$ cat src/rtl/reqack_drng_pkg.sv
package reqack_drng_pkg;

  // Request / acknowledge bit positions (software decodes these)
  localparam int REQ_N = 5;
  localparam int OP_W  = $clog2(REQ_N);
  localparam logic [OP_W-1:0] OP_INST   = 3'd0;
  localparam logic [OP_W-1:0] OP_RESEED = 3'd1;
  localparam logic [OP_W-1:0] OP_TEST   = 3'd2;
  localparam logic [OP_W-1:0] OP_DRNG   = 3'd3;
  localparam logic [OP_W-1:0] OP_TRNG   = 3'd4;

  // Register byte offsets
  localparam logic [7:0] OFS_CTRL      = 8'h10;
  localparam logic [7:0] OFS_STATE     = 8'h14;
  localparam logic [7:0] OFS_DATA_BASE = 8'h70;

  localparam int IDX_W = 4;   // word index field, supports up to 16 words

  typedef enum logic {
    FSM_IDLE = 1'b0,
    FSM_EXEC = 1'b1
  } fsmState_t;

  // Strobes from control to datapath
  typedef struct packed {
    logic             loadSeed;
    logic             mixSeed;
    logic             stepWord;
    logic [IDX_W-1:0] wordIdx;
  } dpStrobe_t;

endpackage

$ cat src/rtl/reqack_drng_ctrl.sv
module reqack_drng_ctrl
  import reqack_drng_pkg::*;
#(
  parameter int DATA_WORDS  = 8,
  parameter int TEST_CYCLES = 4,
  parameter int TRNG_CYCLES = 6
) (
  input  logic             clk,
  input  logic             rstN,
  input  logic             ctrlWr,
  input  logic [REQ_N-1:0] ctrlWrData,
  input  logic [REQ_N-1:0] ackClr,
  input  logic             seeded,
  output dpStrobe_t        stb,
  output logic [REQ_N-1:0] ctrlReg,
  output logic [REQ_N-1:0] ackReg
);

  localparam int MAX_A   = (TEST_CYCLES > TRNG_CYCLES) ? TEST_CYCLES : TRNG_CYCLES;
  localparam int MAX_CNT = (MAX_A > DATA_WORDS) ? MAX_A : DATA_WORDS;
  localparam int CNT_W   = (MAX_CNT > 1) ? $clog2(MAX_CNT) : 1;

  logic [REQ_N-1:0] ctrlPrev;
  logic [REQ_N-1:0] pending;
  logic [REQ_N-1:0] takeMask;
  logic [REQ_N-1:0] ackSet;
  logic [OP_W-1:0]  pickIdx;
  logic [OP_W-1:0]  curOp;
  logic [CNT_W-1:0] cnt;
  logic             needSeed;
  logic             opDone;
  fsmState_t        fsmState;

  // Fixed priority: lowest bit index wins
  always_comb begin
    pickIdx = '0;
    for (int i = REQ_N - 1; i >= 0; i--) begin
      if (pending[i]) pickIdx = OP_W'(i);
    end
    takeMask = '0;
    if (fsmState == FSM_IDLE && |pending) takeMask[pickIdx] = 1'b1;
  end

  // Strobe generation for the running operation
  always_comb begin
    stb    = '0;
    ackSet = '0;
    opDone = 1'b0;
    if (fsmState == FSM_EXEC) begin
      case (curOp)
        OP_INST: begin
          stb.loadSeed = 1'b1;
          opDone       = 1'b1;
        end
        OP_RESEED: begin
          stb.mixSeed = 1'b1;
          opDone      = 1'b1;
        end
        OP_TEST:  opDone = (cnt == CNT_W'(TEST_CYCLES - 1));
        OP_TRNG:  opDone = (cnt == CNT_W'(TRNG_CYCLES - 1));
        OP_DRNG: begin
          if (needSeed) begin
            stb.loadSeed = 1'b1;
          end else begin
            stb.stepWord = 1'b1;
            stb.wordIdx  = IDX_W'(cnt);
            opDone       = (cnt == CNT_W'(DATA_WORDS - 1));
          end
        end
        default: opDone = 1'b1;
      endcase
      if (opDone) ackSet[curOp] = 1'b1;
    end
  end

  always_ff @(posedge clk) begin
    if (!rstN) begin
      ctrlReg  <= '0;
      ctrlPrev <= '0;
      pending  <= '0;
      ackReg   <= '0;
      fsmState <= FSM_IDLE;
      curOp    <= '0;
      cnt      <= '0;
      needSeed <= 1'b0;
    end else begin
      if (ctrlWr) ctrlReg <= ctrlWrData;
      ctrlPrev <= ctrlReg;
      pending  <= (pending & ~takeMask) | (ctrlReg & ~ctrlPrev);
      ackReg   <= (ackReg & ~ackClr) | ackSet;
      case (fsmState)
        FSM_IDLE: begin
          if (|pending) begin
            curOp    <= pickIdx;
            cnt      <= '0;
            needSeed <= (pickIdx == OP_DRNG) && !seeded;
            fsmState <= FSM_EXEC;
          end
        end
        FSM_EXEC: begin
          if (opDone) begin
            fsmState <= FSM_IDLE;
          end else if (curOp == OP_DRNG && needSeed) begin
            needSeed <= 1'b0;
          end else begin
            cnt <= cnt + 1'b1;
          end
        end
        default: fsmState <= FSM_IDLE;
      endcase
    end
  end

  AST_ACK_W1C: assert property (@(posedge clk) disable iff (!rstN)
    ((ackReg & ackClr & ~ackSet) != '0) |=> ((ackReg & $past(ackReg & ackClr & ~ackSet)) == '0));

  AST_ONE_ACK_RISE: assert property (@(posedge clk) disable iff (!rstN)
    $countones(ackReg & ~$past(ackReg)) <= 1);

  AST_WORD_IDX_RANGE: assert property (@(posedge clk) disable iff (!rstN)
    stb.stepWord |-> (stb.wordIdx < IDX_W'(DATA_WORDS)));

endmodule

$ cat src/rtl/reqack_drng_datapath.sv
module reqack_drng_datapath
  import reqack_drng_pkg::*;
#(
  parameter int              DATA_WORDS = 8,
  parameter int              WORD_W     = 32,
  parameter logic [WORD_W-1:0] LFSR_TAPS  = 32'h80200003,
  parameter logic [WORD_W-1:0] SEED_INIT  = 32'h6D2B79F5,
  parameter logic [WORD_W-1:0] RESEED_MIX = 32'hC3A50F1E
) (
  input  logic                         clk,
  input  logic                         rstN,
  input  dpStrobe_t                    stb,
  output logic                         seeded,
  output logic [DATA_WORDS*WORD_W-1:0] dataFlat
);

  logic [WORD_W-1:0] genState;
  logic [WORD_W-1:0] nextStep;
  logic [WORD_W-1:0] mixed;

  function automatic logic [WORD_W-1:0] lfsrStep(input logic [WORD_W-1:0] s);
    return (s >> 1) ^ (s[0] ? LFSR_TAPS : '0);
  endfunction

  assign nextStep = lfsrStep(genState);
  assign mixed    = genState ^ RESEED_MIX;

  always_ff @(posedge clk) begin
    if (!rstN) begin
      genState <= '0;
      seeded   <= 1'b0;
    end else if (stb.loadSeed) begin
      genState <= SEED_INIT;
      seeded   <= 1'b1;
    end else if (stb.mixSeed) begin
      genState <= (mixed == '0) ? SEED_INIT : mixed;
    end else if (stb.stepWord) begin
      genState <= nextStep;
    end
  end

  for (genvar k = 0; k < DATA_WORDS; k++) begin : g_word
    logic [WORD_W-1:0] wordReg;
    always_ff @(posedge clk) begin
      if (!rstN) wordReg <= '0;
      else if (stb.stepWord && stb.wordIdx == IDX_W'(k)) wordReg <= nextStep;
    end
    assign dataFlat[k*WORD_W +: WORD_W] = wordReg;
  end

  AST_SEEDED_NONZERO: assert property (@(posedge clk) disable iff (!rstN)
    seeded |-> (genState != '0));

  AST_DATA_HELD: assert property (@(posedge clk) disable iff (!rstN)
    !stb.stepWord |=> $stable(dataFlat));

endmodule

$ cat src/rtl/reqack_drng.sv
module reqack_drng
  import reqack_drng_pkg::*;
#(
  parameter int                DATA_WORDS  = 8,
  parameter int                TEST_CYCLES = 4,
  parameter int                TRNG_CYCLES = 6,
  parameter logic [31:0]       LFSR_TAPS   = 32'h80200003,
  parameter logic [31:0]       SEED_INIT   = 32'h6D2B79F5,
  parameter logic [31:0]       RESEED_MIX  = 32'hC3A50F1E
) (
  input  logic        clk,
  input  logic        rstN,
  input  logic [7:0]  busAddr,
  input  logic        busWrEn,
  input  logic [31:0] busWrData,
  output logic [31:0] busRdData
);

  localparam int WORD_W = 32;

  dpStrobe_t                    stb;
  logic                         seeded;
  logic [DATA_WORDS*WORD_W-1:0] dataFlat;
  logic [REQ_N-1:0]             ctrlReg;
  logic [REQ_N-1:0]             ackReg;
  logic                         ctrlWr;
  logic [REQ_N-1:0]             ackClr;
  logic                         unusedWrBits;

  assign ctrlWr       = busWrEn && (busAddr == OFS_CTRL);
  assign ackClr       = (busWrEn && busAddr == OFS_STATE) ? busWrData[REQ_N-1:0] : '0;
  assign unusedWrBits = ^busWrData[31:REQ_N];

  reqack_drng_ctrl #(
    .DATA_WORDS (DATA_WORDS),
    .TEST_CYCLES(TEST_CYCLES),
    .TRNG_CYCLES(TRNG_CYCLES)
  ) u_ctrl (
    .clk       (clk),
    .rstN      (rstN),
    .ctrlWr    (ctrlWr),
    .ctrlWrData(busWrData[REQ_N-1:0]),
    .ackClr    (ackClr),
    .seeded    (seeded),
    .stb       (stb),
    .ctrlReg   (ctrlReg),
    .ackReg    (ackReg)
  );

  reqack_drng_datapath #(
    .DATA_WORDS(DATA_WORDS),
    .WORD_W    (WORD_W),
    .LFSR_TAPS (LFSR_TAPS),
    .SEED_INIT (SEED_INIT),
    .RESEED_MIX(RESEED_MIX)
  ) u_datapath (
    .clk     (clk),
    .rstN    (rstN),
    .stb     (stb),
    .seeded  (seeded),
    .dataFlat(dataFlat)
  );

  always_comb begin
    busRdData = '0;
    if (busAddr == OFS_CTRL)  busRdData = {{(32-REQ_N){1'b0}}, ctrlReg};
    if (busAddr == OFS_STATE) busRdData = {{(32-REQ_N){1'b0}}, ackReg};
    for (int k = 0; k < DATA_WORDS; k++) begin
      if (busAddr == OFS_DATA_BASE + 8'(4 * k)) busRdData = dataFlat[k*WORD_W +: WORD_W];
    end
  end

  AST_CTRL_HIGH_ZERO: assert property (@(posedge clk) disable iff (!rstN)
    (busAddr == OFS_CTRL) |-> (busRdData[31:REQ_N] == '0));

endmodule

$ cat config.mk
export PLATFORM = sky130hd
export DESIGN_NAME = reqack_drng
export DESIGN_NICKNAME = d
export VERILOG_FILES = /design/src/rtl/reqack_drng_pkg.sv /design/src/rtl/reqack_drng_ctrl.sv /design/src/rtl/reqack_drng_datapath.sv /design/src/rtl/reqack_drng.sv
export SDC_FILE = /design/constraint.sdc
export NUM_CORES = 1
export LEC_CHECK = 0
export CAP_MARGIN = 25
export CORE_AREA = 5 5 165 167
export CTS_BUF_LIST = sky130_fd_sc_hd__clkbuf_16
export DETAILED_ROUTE_END_ITERATION = 12
export DIE_AREA = 0 0 170 172
export DONT_BUFFER_PORTS = 1
export GPL_ROUTABILITY_DRIVEN = 1
export PLACE_DENSITY = 0.72
export REMOVE_ABC_BUFFERS = 1
export SLEW_MARGIN = 30
export SYNTH_ARGS = -nofsm -noshare
export SYNTH_HDL_FRONTEND = slang
export SYNTH_SLANG_ARGS = --single-unit
$ cat constraint.sdc
create_clock -name clk -period 1.91 [get_ports clk]
set_clock_uncertainty 0.1 [all_clocks]
set_input_delay 0.0955 -clock clk [delete_from_list [all_inputs] [get_ports clk]]
set_output_delay 0.0955 -clock clk [all_outputs]
set_load 0.01 [all_outputs]
=== Word-level counts from Yosys, hierarchy flattened ===
Index checks and enable logic that the tools add are counted.

* Add/sub/neg operators: 1
* $mul: 0
* Div/mod/pow operators: 0
* Magnitude comparators: 4
* Equality and inequality tests: 31
* Shift operators: 0
* Mux-type cells: 49
* Bitwise operators: 12
* Reduce and logical (&&, ||, !) cells: 28

{| class="wikitable"
|+ Operators with widths
! cell !! count
|-
| $mux W32 || 13
|-
| $mux W5 || 7
|-
| $eq A8 B7 Y1 const B || 4
|-
| $eq A8 B8 Y1 const B || 4
|-
| $logic_not A32 Y1 || 1
|-
| $xor A31 B32 Y32 || 1
|-
| $mux W31 || 1
|-
| $mux W3 || 8
|-
| $eq A4 B3 Y1 const B || 4
|-
| $eq A8 B5 Y1 const B || 2
|-
| $not A16 Y16 || 1
|-
| $and A5 B5 Y5 || 3
|-
| $logic_and A1 B1 Y1 || 15
|-
| $not A5 Y5 || 3
|-
| $eq A3 B2 Y1 const B || 4
|-
| $mux W1 || 12
|-
| $or A5 B5 Y5 || 2
|-
| $eq A3 B3 Y1 const B || 3
|-
| $eq A4 B2 Y1 const B || 2
|-
| $lt A3 B4 Y1 const B || 2
|-
| $ne A2 B2 Y1 const B || 4
|-
| $mux W7 || 1
|-
| $demux W1 S3 || 2
|-
| $ge A3 B1 Y1 const B || 2
|-
| other kinds (18) || 24
|}

* Flip-flop bits (word level): 317
* Latch bits: 0
* Memory bits (writable): 0
* Memory bits (read-only): 0
* Input port bits: 43
* Output and inout port bits: 32
* Word-level logic and storage cells: 146
* Memories kept: 0

=== Depth between registers and ports, before layout ===
Gate-level depths: netlist of the first run.

* Word-level depth: 13
* Depth in mapped cells: 9
* Mapped depth without buffers: 7

=== Cells and area by module ===
A second synthesis of the first run with hierarchy kept.

* Cell total of the unflattened synthesis: 1809
* Area, all modules: 13978.4 µm²

{| class="wikitable"
|+ Modules (own cells, without submodules)
! module !! instances !! cells each !! area each (µm²) !! sequential area each (µm²)
|-
| reqack_drng_datapath || 1 || 1287 || 10309.9 || 5785.5
|-
| reqack_drng || 1 || 386 || 2386.0 || 0.0
|-
| reqack_drng_ctrl || 1 || 136 || 1282.5 || 560.5
|}

=== Least setup slack after synthesis of the first run ===
No wires, ideal clock.

* Kind: reg-to-reg
* From: reg u_datapath.genState[0]
* To: reg u_datapath.genState[12]
* Arrival time: 1.678 ns
* Required time: 1.691 ns
* Path slack: 0.013 ns
* Cell stages (with the launch flop): 10
* Clock period less this slack: 1.897 ns
* Cells stage by stage: dfxtp_1 > clkbuf_1 > inv_1 > ha_1 > nand4_1 > nor4_4 > nand3_2 > nand3_2 > buf_6 > o221a_2

* Longest elaborated chain between the ends: 3

{| class="wikitable"
|+ RTL lines
! element !! RTL line !! RTL
|-
| from (decl) || reqack_drng_datapath.sv:17 || <nowiki>logic [WORD_W-1:0] genState;</nowiki>
|-
| from (signal assigned) || reqack_drng_datapath.sv:36 || <nowiki>genState <= (mixed == '0) ? SEED_INIT : mixed;</nowiki>
|-
| from (signal assigned) || reqack_drng_datapath.sv:38 || <nowiki>genState <= nextStep;</nowiki>
|-
| $logic_not A32 Y1 || reqack_drng_datapath.sv:36 ||
|-
| $ne A3 B1 Y1 (no line) || n/a ||
|-
| $reduce_and A2 Y1 (no line) || n/a ||
|}

No other way between the ends.
A chain may end at the register's enable or synchronous reset.

=== Final worst setup path of the first run ===
* From: reg u_datapath.g_word[3].wordReg[6]
* To: out busRdData[6]

* Longest elaborated chain between the ends: 5

{| class="wikitable"
|+ RTL lines
! element !! RTL line !! RTL
|-
| from (decl) || reqack_drng_datapath.sv:43 || <nowiki>logic [WORD_W-1:0] wordReg;</nowiki>
|-
| from (signal assigned) || reqack_drng_datapath.sv:46 || <nowiki>else if (stb.stepWord && stb.wordIdx == IDX_W'(k)) wordReg <= nextStep;</nowiki>
|-
| $mux W32 (5 in a row) || reqack_drng.sv:69 || <nowiki>if (busAddr == OFS_DATA_BASE + 8'(4 * k)) busRdData = dataFlat[k*WORD_W +: WORD_W];</nowiki>
|-
| to (decl) || reqack_drng.sv:16 || <nowiki>output logic [31:0] busRdData</nowiki>
|}

No other way between the ends.

==> results.cfg, run 1 <==
[floorplan]
core-area_sq_um = 25600
die_w_um = 170
dieArea_sq_um = 29200
ios = 75
initial_core_util_pct = 56.7
fp-row-count = 59
die_h_um = 172

[routing]
wl_um = 46000
drtPass1Iterations = 6
vias = 13200
vias_per_cell = 6.15
dr.first_iter.drc_count = 1555
postRouteAntennaNets = 0
drc = 0
wl_per_cell_um = 21.4

[power]
leakage_nw = 6.28
p_per_area_nw_per_um2 = 767
power.total_mw = 13.3
ir_worst_vdd_mv = 0.997

[synthesis]
synth.ff_latch_count = 317
synth_top_flop_cell = dfxtp_1
synth.avg_cell_area_sq_um = 8.27
yosysSeqAreaShare_pct = 43.7
synth_warnings = 0
synth_cells = 1758
synth.distinct_cells = 73
ys_async_sr_fraction_pct = 0
synth_edf_count = 0
syn_area_sq_um = 14500

[timing]
slew_viol_final = 0
tightest_slew_ns = 0.608
slew_headroom_pct = 59.3
period_needed_ns = 2.07
setup_ws_ns = -0.159
fmax_mhz = 483
hold_ws_ns = -0.349
hold_violations = 255
finalSetupViolations = 25
period_share_pct = 108
rsz0062_at_grt = yes

[grt]
antenna_found_initial = 0
grt_overflow = 0
grt_pass1_wl_um = 66400
grt_pass1_vias = 12300
grt_use_total_pct = 28.0
grt_max_degree = 309

[finish]
syn2layout_area_growth_pct = 19.2
drive_gt1_share_pct = 17.0
fin_area_sq_um = 17300
n_fill_cell = 1994
final_util_pct = 67.6
regArea_sq_um = 6380
nets = 1831
multi_input_area_sq_um = 7800
fin_cells = 2147

[setup_path]
worst_ep_arrival_time_ns = 1.87
path_class = reg -> out
crit_path_end_kind = output port
r2r_slack_ns = -0.12
critPathMaxFanout = 2
cp-start-kind = register
critPathRequiredTime_ns = 1.71

[cts]
cts_sinks = 317
clk_pin_slew_ns = 0.06
numCtsBuffers = 35
cts_tree = yes
cts_root_buf = clkbuf_16
worstSkewPairLatency_ns = 0.53
cts_hold_buf = 21
cts_buffer_depth = 3
htreeDepth = 2

[place]
place_area_sq_um = 15200
globalplace.congestion = 0.848
dp.cells = 2035
port_buffers = 0
place_hpwl_um = 25100

[min_path]
min_path_type = in -> reg

[status]
violations = negative hold slack, negative setup slack
outcome = finished, violations left

[job]
cap_violations = 0
[through the flow]
step / setup WS [ns] / TNS [ns]
2_1_floorplan: -0.595 / -92.17
3_3_place_gp: -0.0468 / -0.705
3_5_place_dp: -0.0635 / -0.944
4_1_cts: -0.145 / -1.61
5_1_grt: -0.224 / -5.03
6_report: -0.159 / -2.39
[flip-flops by register name, summed over array words and instances (netlist names), 3 cells and up]
name	count
u_ctrl.cnt	3
u_ctrl.ackReg	5
u_datapath.genState	32
u_ctrl.ctrlPrev	5
u_ctrl.pending	5
u_datapath.g_word.wordReg	256
u_ctrl.ctrlReg	5
u_ctrl.curOp	3
[path summary, 6_finish.rpt]
path	end	cells past startpoint	start
setup / recovery	busRdData[6]	4	u_datapath.g_word[3].wordReg[6]
hold reg to reg	u_datapath.g_word[1].wordReg[12]	2	u_datapath.g_word[1].wordReg[12]
setup reg to reg	u_datapath.genState[6]	6	u_datapath.genState[2]
hold / removal	u_datapath.g_word[5].wordReg[22]	1	rstN
[cell usage in the layout (no fill, tap or decap), drive strengths merged, types with 14 or more instances in the layout]
master	synthesis	layout
inv	7	16
a21oi	76	76
clkbuf	104	44
a22oi	18	18
a21boi	240	240
nor2	31	31
dlygate4sd3	0	21
buf	68	132
nand2	556	556
clkinv	0	16
o211a	25	25
mux2i	32	32
o21ai	36	36
o22ai	30	30
nor2b	16	16
nand3	13	14
dfxtp	317	317
o221a	19	19
[repair_timing]
action	in CTS	in global routing
gates resized for setup	38	129
setup buffers	4	12
endpoints found under the hold margin	317	307
pin swaps	11	33
setup endpoints to repair	52	190
gates cloned	1	10
[cells in the mapped netlist, types with 9 or more instances]
library cell	count	area [sq um]
buf_2	57	285
o211a_1	25	250
mux2i_1	32	320
o221a_2	18	203
a21boi_0	219	1640
nand2_1	556	2090
nor2_1	29	109
and3_1	9	56.3
a21boi_1	21	158
nor2b_1	16	100
clkbuf_1	104	390
a21oi_1	76	380
and2_1	13	81.3
dfxtp_1	317	6350
o211ai_1	12	90.1
a22oi_1	18	135
o21ai_0	34	170
nor3_1	12	60.1
nand3_1	11	55.1
o22ai_1	30	188
[report_power, final]
group | internal (mW) | total [mW] | switching (mW)
logic | 0.154 | 0.269 | 0.116
registers | 6.61 | 6.61 | 0.00142
clock network | 3.59 | 6.41 | 2.82
[worst max-delay path: stages, from the launching register on]
cell and delay [ns]:
dfxtp_2 0.32, mux4_2 0.47, a21oi_2 0.19, a311oi_2 0.05
a221o_1 0.32
[cells by family after synthesis]
kind of cell	count (synthesis)	synth area share, %
xor gates and xnor gates	2	0.121
buffers and inverters	179	5.37
AOI/OAI and AO/OA	507	25.2
and+or+nand+nor	707	21.6
DFF	317	43.7
adders and majority gates	3	0.258
muxes	43	3.68
[area by class of cell]
cell class | count | area share, %
sequential | 317 | 36.8
antenna | 1 | 0.0144
multi-input combinational | 1263 | 45.0
clock inverter | 27 | 1.01
tap | 335 | 2.42
timing repair buffer | 161 | 9.37
clock buffer | 36 | 5.20
inverter | 7 | 0.152
[metal layers]
metal  vias up  part of all wire (%)  track usage (%)
met5         -                     0                0
met3       150                   7.8             4.73
met4         0                   4.3             9.20
met2       570                    47             46.9
met1      6375                    41             37.0
li1       6104                     -                -
Power figures use the tool's default switching activity.
==> run 2: changes to the inputs <==
- CORE_AREA: 5 5 165 167 -> 2 2 162 164
- DIE_AREA: 0 0 170 172 -> 0 0 164 166
==> run 2 against run 1 <==
  * The flow still finishes with violations (negative hold slack, negative setup slack)
  * Register-to-register slack lost 0.05 ns
  * Worst setup slack lost 0.0092 ns
  * Clock power shrank 2%
  * Die area shrank 6.9%
  * First-iteration DRC count shrank 16%
  * Non-clock buffer count shrank 2
  * Cell count shrank 0.23%
  * Worst hold slack is essentially flat
  * Via count shrank 0.92%
  * Utilization grew 0.054 points
  * Sequential power is essentially flat
  * Cell area is essentially flat
  * Largest cell class unchanged
  * Highest routed layer unchanged
==> results.cfg, run 2 (synthesized netlist as in run 1, its figures left out) <==
[status]
outcome = finished, violations left
violations = negative hold slack, negative setup slack

[finish]
n_fill_cell = 2023
top_register = u_datapath.g_word.wordReg
syn2layout_area_growth_pct = 19.3
largest_reg_flops = 256
final_util_pct = 67.7
top_regs = u_datapath.g_word.wordReg x256, u_datapath.genState x32
drive_gt1_share_pct = 16.2
regArea_sq_um = 6370
fin_area_sq_um = 17300
layout_commonest_cell = nand2_1
nets = 1828
multi_input_area_sq_um = 7820
mostFrequentLayoutCells = nand2_1, dfxtp_1, a21boi_0
diodes = 0

[setup_path]
cp.depth = 5
crit_path_frequent_cell = nand3_4
worst_ep_arrival_time_ns = 2.44
crit_chain = or4b_4, nor4_4, nand3_4, nand3_4, o221a_4
crit_family = simple AND/OR/NAND/NOR gates
critPathMaxFanout = 6
crit_path_end_kind = register
worst-path-buf-inv = 0
ff2ff_path_depth = 5
cp-start-kind = register
critPathMaxStageDelay_ns = 0.54
path_class = reg -> reg
crit_slowest_cell = or4b_4
critPathRequiredTime_ns = 2.27

[cts]
numCtsBuffers = 34
cts_sinks = 317
worstSkewPairLatency_ns = 0.51
cts_hold_buf = 19
cts_tree = yes
cts_buffer_depth = 3
htreeDepth = 2
cts_root_buf = clkbuf_16
clk_pin_slew_ns = 0.06

[timing]
period_share_pct = 109
rsz0062_at_grt = yes
fmax_mhz = 481
tns_ns = -4.80
finalSetupViolations = 72
tightest_slew_ns = 0.885
hold_violations = 260
hold_ws_ns = -0.349
slew_viol_final = 0
slew_headroom_pct = 40.6
setup_ws_ns = -0.168
period_needed_ns = 2.08

[power]
p_switching_mw = 2.77
power.internal_mw = 10.4
p_sw_share_pct = 21.1
leakage_nw = 6.31
power.total_mw = 13.1
p_per_area_nw_per_um2 = 758
comb_power_share_pct = 2.0
sequentialPowerShare_pct = 50.3
ir_worst_vdd_mv = 0.880
clkPwrFrac_pct = 47.7

[floorplan]
die_h_um = 166
die_w_um = 164
fp-row-count = 59
initial_core_util_pct = 56.7
core-area_sq_um = 25600
ios = 75
dieArea_sq_um = 27200

[grt]
grt_max_degree = 309
grt_pass1_vias = 12100
grt_use_total_pct = 29.8
grt_overflow = 0
antenna_found_initial = 0
grt_pass1_wl_um = 65300

[place]
place_area_sq_um = 15300
place_hpwl_um = 25100
port_buffers = 0
globalplace.congestion = 0.851

[routing]
drtPass1Iterations = 6
vias_per_cell = 6.11
drc = 0
vias = 13100
dr.first_iter.drc_count = 1313
postRouteAntennaNets = 0
wl_per_cell_um = 20.3
wl_um = 43500

[min_path]
min_path_type = in -> reg
holdPathStages = 1

[job]
cap_violations = 0
run 2: path summary, 6_finish.rpt:
path,startpoint,to,slack [ns]
max,u_datapath.genState[5],u_datapath.genState[29],-0.17
min reg2reg,u_datapath.g_word[6].wordReg[31],u_datapath.g_word[6].wordReg[31],0.35
min,rstN,u_datapath.g_word[4].wordReg[6],-0.35
max reg2reg,u_datapath.genState[5],u_datapath.genState[29],-0.17
run 2: what timing repair did:
action	CTS	global route
gates cloned	1	9
pin swaps	14	34
hold endpoints to repair	317	307
gates resized for setup	29	109
endpoints found under the setup margin	57	172
buffers inserted	2	11
run 2: power groups by stage:
| stage | Combinational, mW | Clock, mW | Sequential (mW) |
|---|---|---|---|
| finish | 0.265 | 6.27 | 6.61 |
| detailed placement | 0.235 | 0 | 6.76 |
| global placement | 0.235 | 0 | 6.76 |
| CTS | 0.249 | 6.32 | 6.61 |
| global route | 0.272 | 6.62 | 6.60 |
| floorplan | 0.161 | 0 | 6.76 |
run 2: metal layers:
layer	global-route usage, %	vias to the layer above	part of all wire [%]
met4	8.54	0	3.2
met3	4.77	111	8.7
met1	40.6	6294	42
met5	0	-	0
met2	48.9	568	47
li1	-	6104	-
run 2: area by class of cell:
class                   count  area share, %
multi-input cells        1263           45.1
flip-flops and latches    317           36.7
repair buffers            159           9.52
clock buffers              37           5.34
well taps                 335           2.42
clock inverters            24          0.736
inverters                   7          0.152
run 2: through the flow:
step	instances	setup WS [ns]
detailed placement	2040	-0.0765
global placement	2040	-0.0154
floorplan	1586	-0.595
global route	2142	-0.225
finish	2142	-0.168
CTS	2123	-0.148
==> run 3: changes to the inputs <==
- RECOVER_POWER: default -> 100
==> run 3 against run 2 <==
  * The flow still finishes with violations (negative hold slack, negative setup slack)
  * First-iteration DRC count decreased by 0.15%
  * Non-clock buffer count unchanged
  * Utilization about the same
  * Fmax about the same
  * Clock-buffer cell count unchanged
  * Clock power about the same
  * Via count increased by 0.11%
  * Register-to-register slack about the same
  * Sequential power about the same
  * Die area unchanged
  * Critical path depth unchanged
  * Critical path type unchanged
  * Highest routed layer unchanged
==> results.cfg, run 3 (synthesized netlist as in run 1, its figures left out) <==
[setup_path]
worst_ep_arrival_time_ns = 2.44
critPathMaxFanout = 6
critPathRequiredTime_ns = 2.27
cp-start-kind = register
ff2ff_path_depth = 5
path_class = reg -> reg
crit_path_end_kind = register

[grt]
grt_util_met3_pct = 4.77
grt_pass1_wl_um = 65300
grt_max_degree = 309
top_usage_layer = met2
use_met2_pct = 48.9
antenna_found_initial = 0
grt_use_total_pct = 29.8
grt_pass1_vias = 12100
use_met1_pct = 40.6
grt_overflow = 0

[floorplan]
die_h_um = 166
initial_core_util_pct = 56.7
ios = 75
core-area_sq_um = 25600
die_w_um = 164
dieArea_sq_um = 27200
fp-row-count = 59

[power]
p_sw_share_pct = 21.1
comb_power_share_pct = 2.0
leakage_nw = 6.31
p_per_area_nw_per_um2 = 758
power.internal_mw = 10.4
sequentialPowerShare_pct = 50.3
power.total_mw = 13.1
clkPwrFrac_pct = 47.7
ir_worst_vdd_mv = 0.877
p_switching_mw = 2.77

[routing]
dr.first_iter.drc_count = 1311
postRouteAntennaNets = 0
vias_per_cell = 6.11
drtPass1Iterations = 6
wl_um = 43500
wl_per_cell_um = 20.3
vias = 13100
drc = 0

[cts]
cts_buffer_depth = 3
cts_tree = yes
htreeDepth = 2
cts_sinks = 317
clk_pin_slew_ns = 0.06
cts_hold_buf = 19
numCtsBuffers = 34
cts_root_buf = clkbuf_16
worstSkewPairLatency_ns = 0.51

[timing]
period_needed_ns = 2.08
period_share_pct = 109
finalSetupViolations = 72
tightest_slew_ns = 0.918
hold_violations = 294
slew_viol_final = 0
slew_headroom_pct = 38.3
setup_ws_ns = -0.166
rsz0062_at_grt = yes
hold_ws_ns = -0.348
fmax_mhz = 482

[finish]
mostFrequentLayoutCells = nand2_1, dfxtp_1, a21boi_0
largest_reg_flops = 256
drive_gt1_share_pct = 16.0
syn2layout_area_growth_pct = 19.3
top_register = u_datapath.g_word.wordReg
fin_area_sq_um = 17300
top_regs = u_datapath.g_word.wordReg x256, u_datapath.genState x32
layout_commonest_cell = nand2_1
diodes = 0
nets = 1828

[min_path]
holdPathStages = 1
min_path_type = in -> reg

[status]
violations = negative hold slack, negative setup slack
outcome = finished, violations left

[place]
place_hpwl_um = 25100
port_buffers = 0
place_area_sq_um = 15300
globalplace.congestion = 0.851

[job]
cap_violations = 0
==> run 3: cell types whose count changed in the layout (fill, tap and decap cells not counted), sizes merged <==
cell	before	now
clkbuf	44	45
buf	133	132
==> run 3: worst paths after layout <==
kind / end / slack, ns / start
worst max register to register: u_datapath.genState[29] / -0.17 / u_datapath.genState[5]
worst min-delay path: u_datapath.g_word[4].wordReg[6] / -0.35 / rstN
worst min register to register: u_datapath.g_word[5].wordReg[22] / 0.35 / u_datapath.g_word[5].wordReg[22]
worst max-delay path: u_datapath.genState[29] / -0.17 / u_datapath.genState[5]
==> run 3: through the flow <==
step,hold slack (ns),util (%),cells,TNS [ns],setup WS [ns]
finish,-0.348,67.7,2142,-4.70,-0.166
global route,-0.359,67.7,2142,-12.40,-0.225
CTS,-0.358,65.1,2123,-1.28,-0.148
detailed placement,0.170,59.7,2040,-1.25,-0.0765
global placement,0.164,59.7,2040,-0.144,-0.0154
floorplan,0.113,-,1586,-92.17,-0.595
==> run 3: cell type report <==
cell class / instances / area [sq um]
timing repair buffer: 159 / 1650
clock inverter: 24 / 128
inverter: 7 / 26.3
tap: 335 / 419
fill: 2028 / 8290
clock buffer: 37 / 926
multi-input combinational: 1263 / 7820
sequential: 317 / 6360
==> run 3: routing by layer <==
metal	part of all wire (%)	vias up
met5	0	-
met4	3.2	0
met3	8.8	112
met2	47	580
met1	41	6300
li1	-	6100
==> run 3: timing repair <==
action                                  CTS  global route
pin swaps                                14            34
hold endpoints to repair                317           307
gates cloned                              1             9
buffers inserted                          2            11
resized for setup                        29           109
endpoints found under the setup margin   57           172
==> run 3: power by group through the flow <==
stage	combinational, mW	clock, mW	sequential (mW)
after floorplan	0.161	0	6.76
after global placement	0.235	0	6.76
after detailed placement	0.235	0	6.76
after CTS	0.249	6.32	6.61
after global routing	0.272	6.62	6.61
final	0.265	6.27	6.61
==> run 3: critical path: stages, from the launching register on <==
cell	delay, ns
dfxtp_2	0.32
or4b_4	0.54
nor4_4	0.45
nand3_4	0.23
nand3_4	0.19
o221a_4	0.19
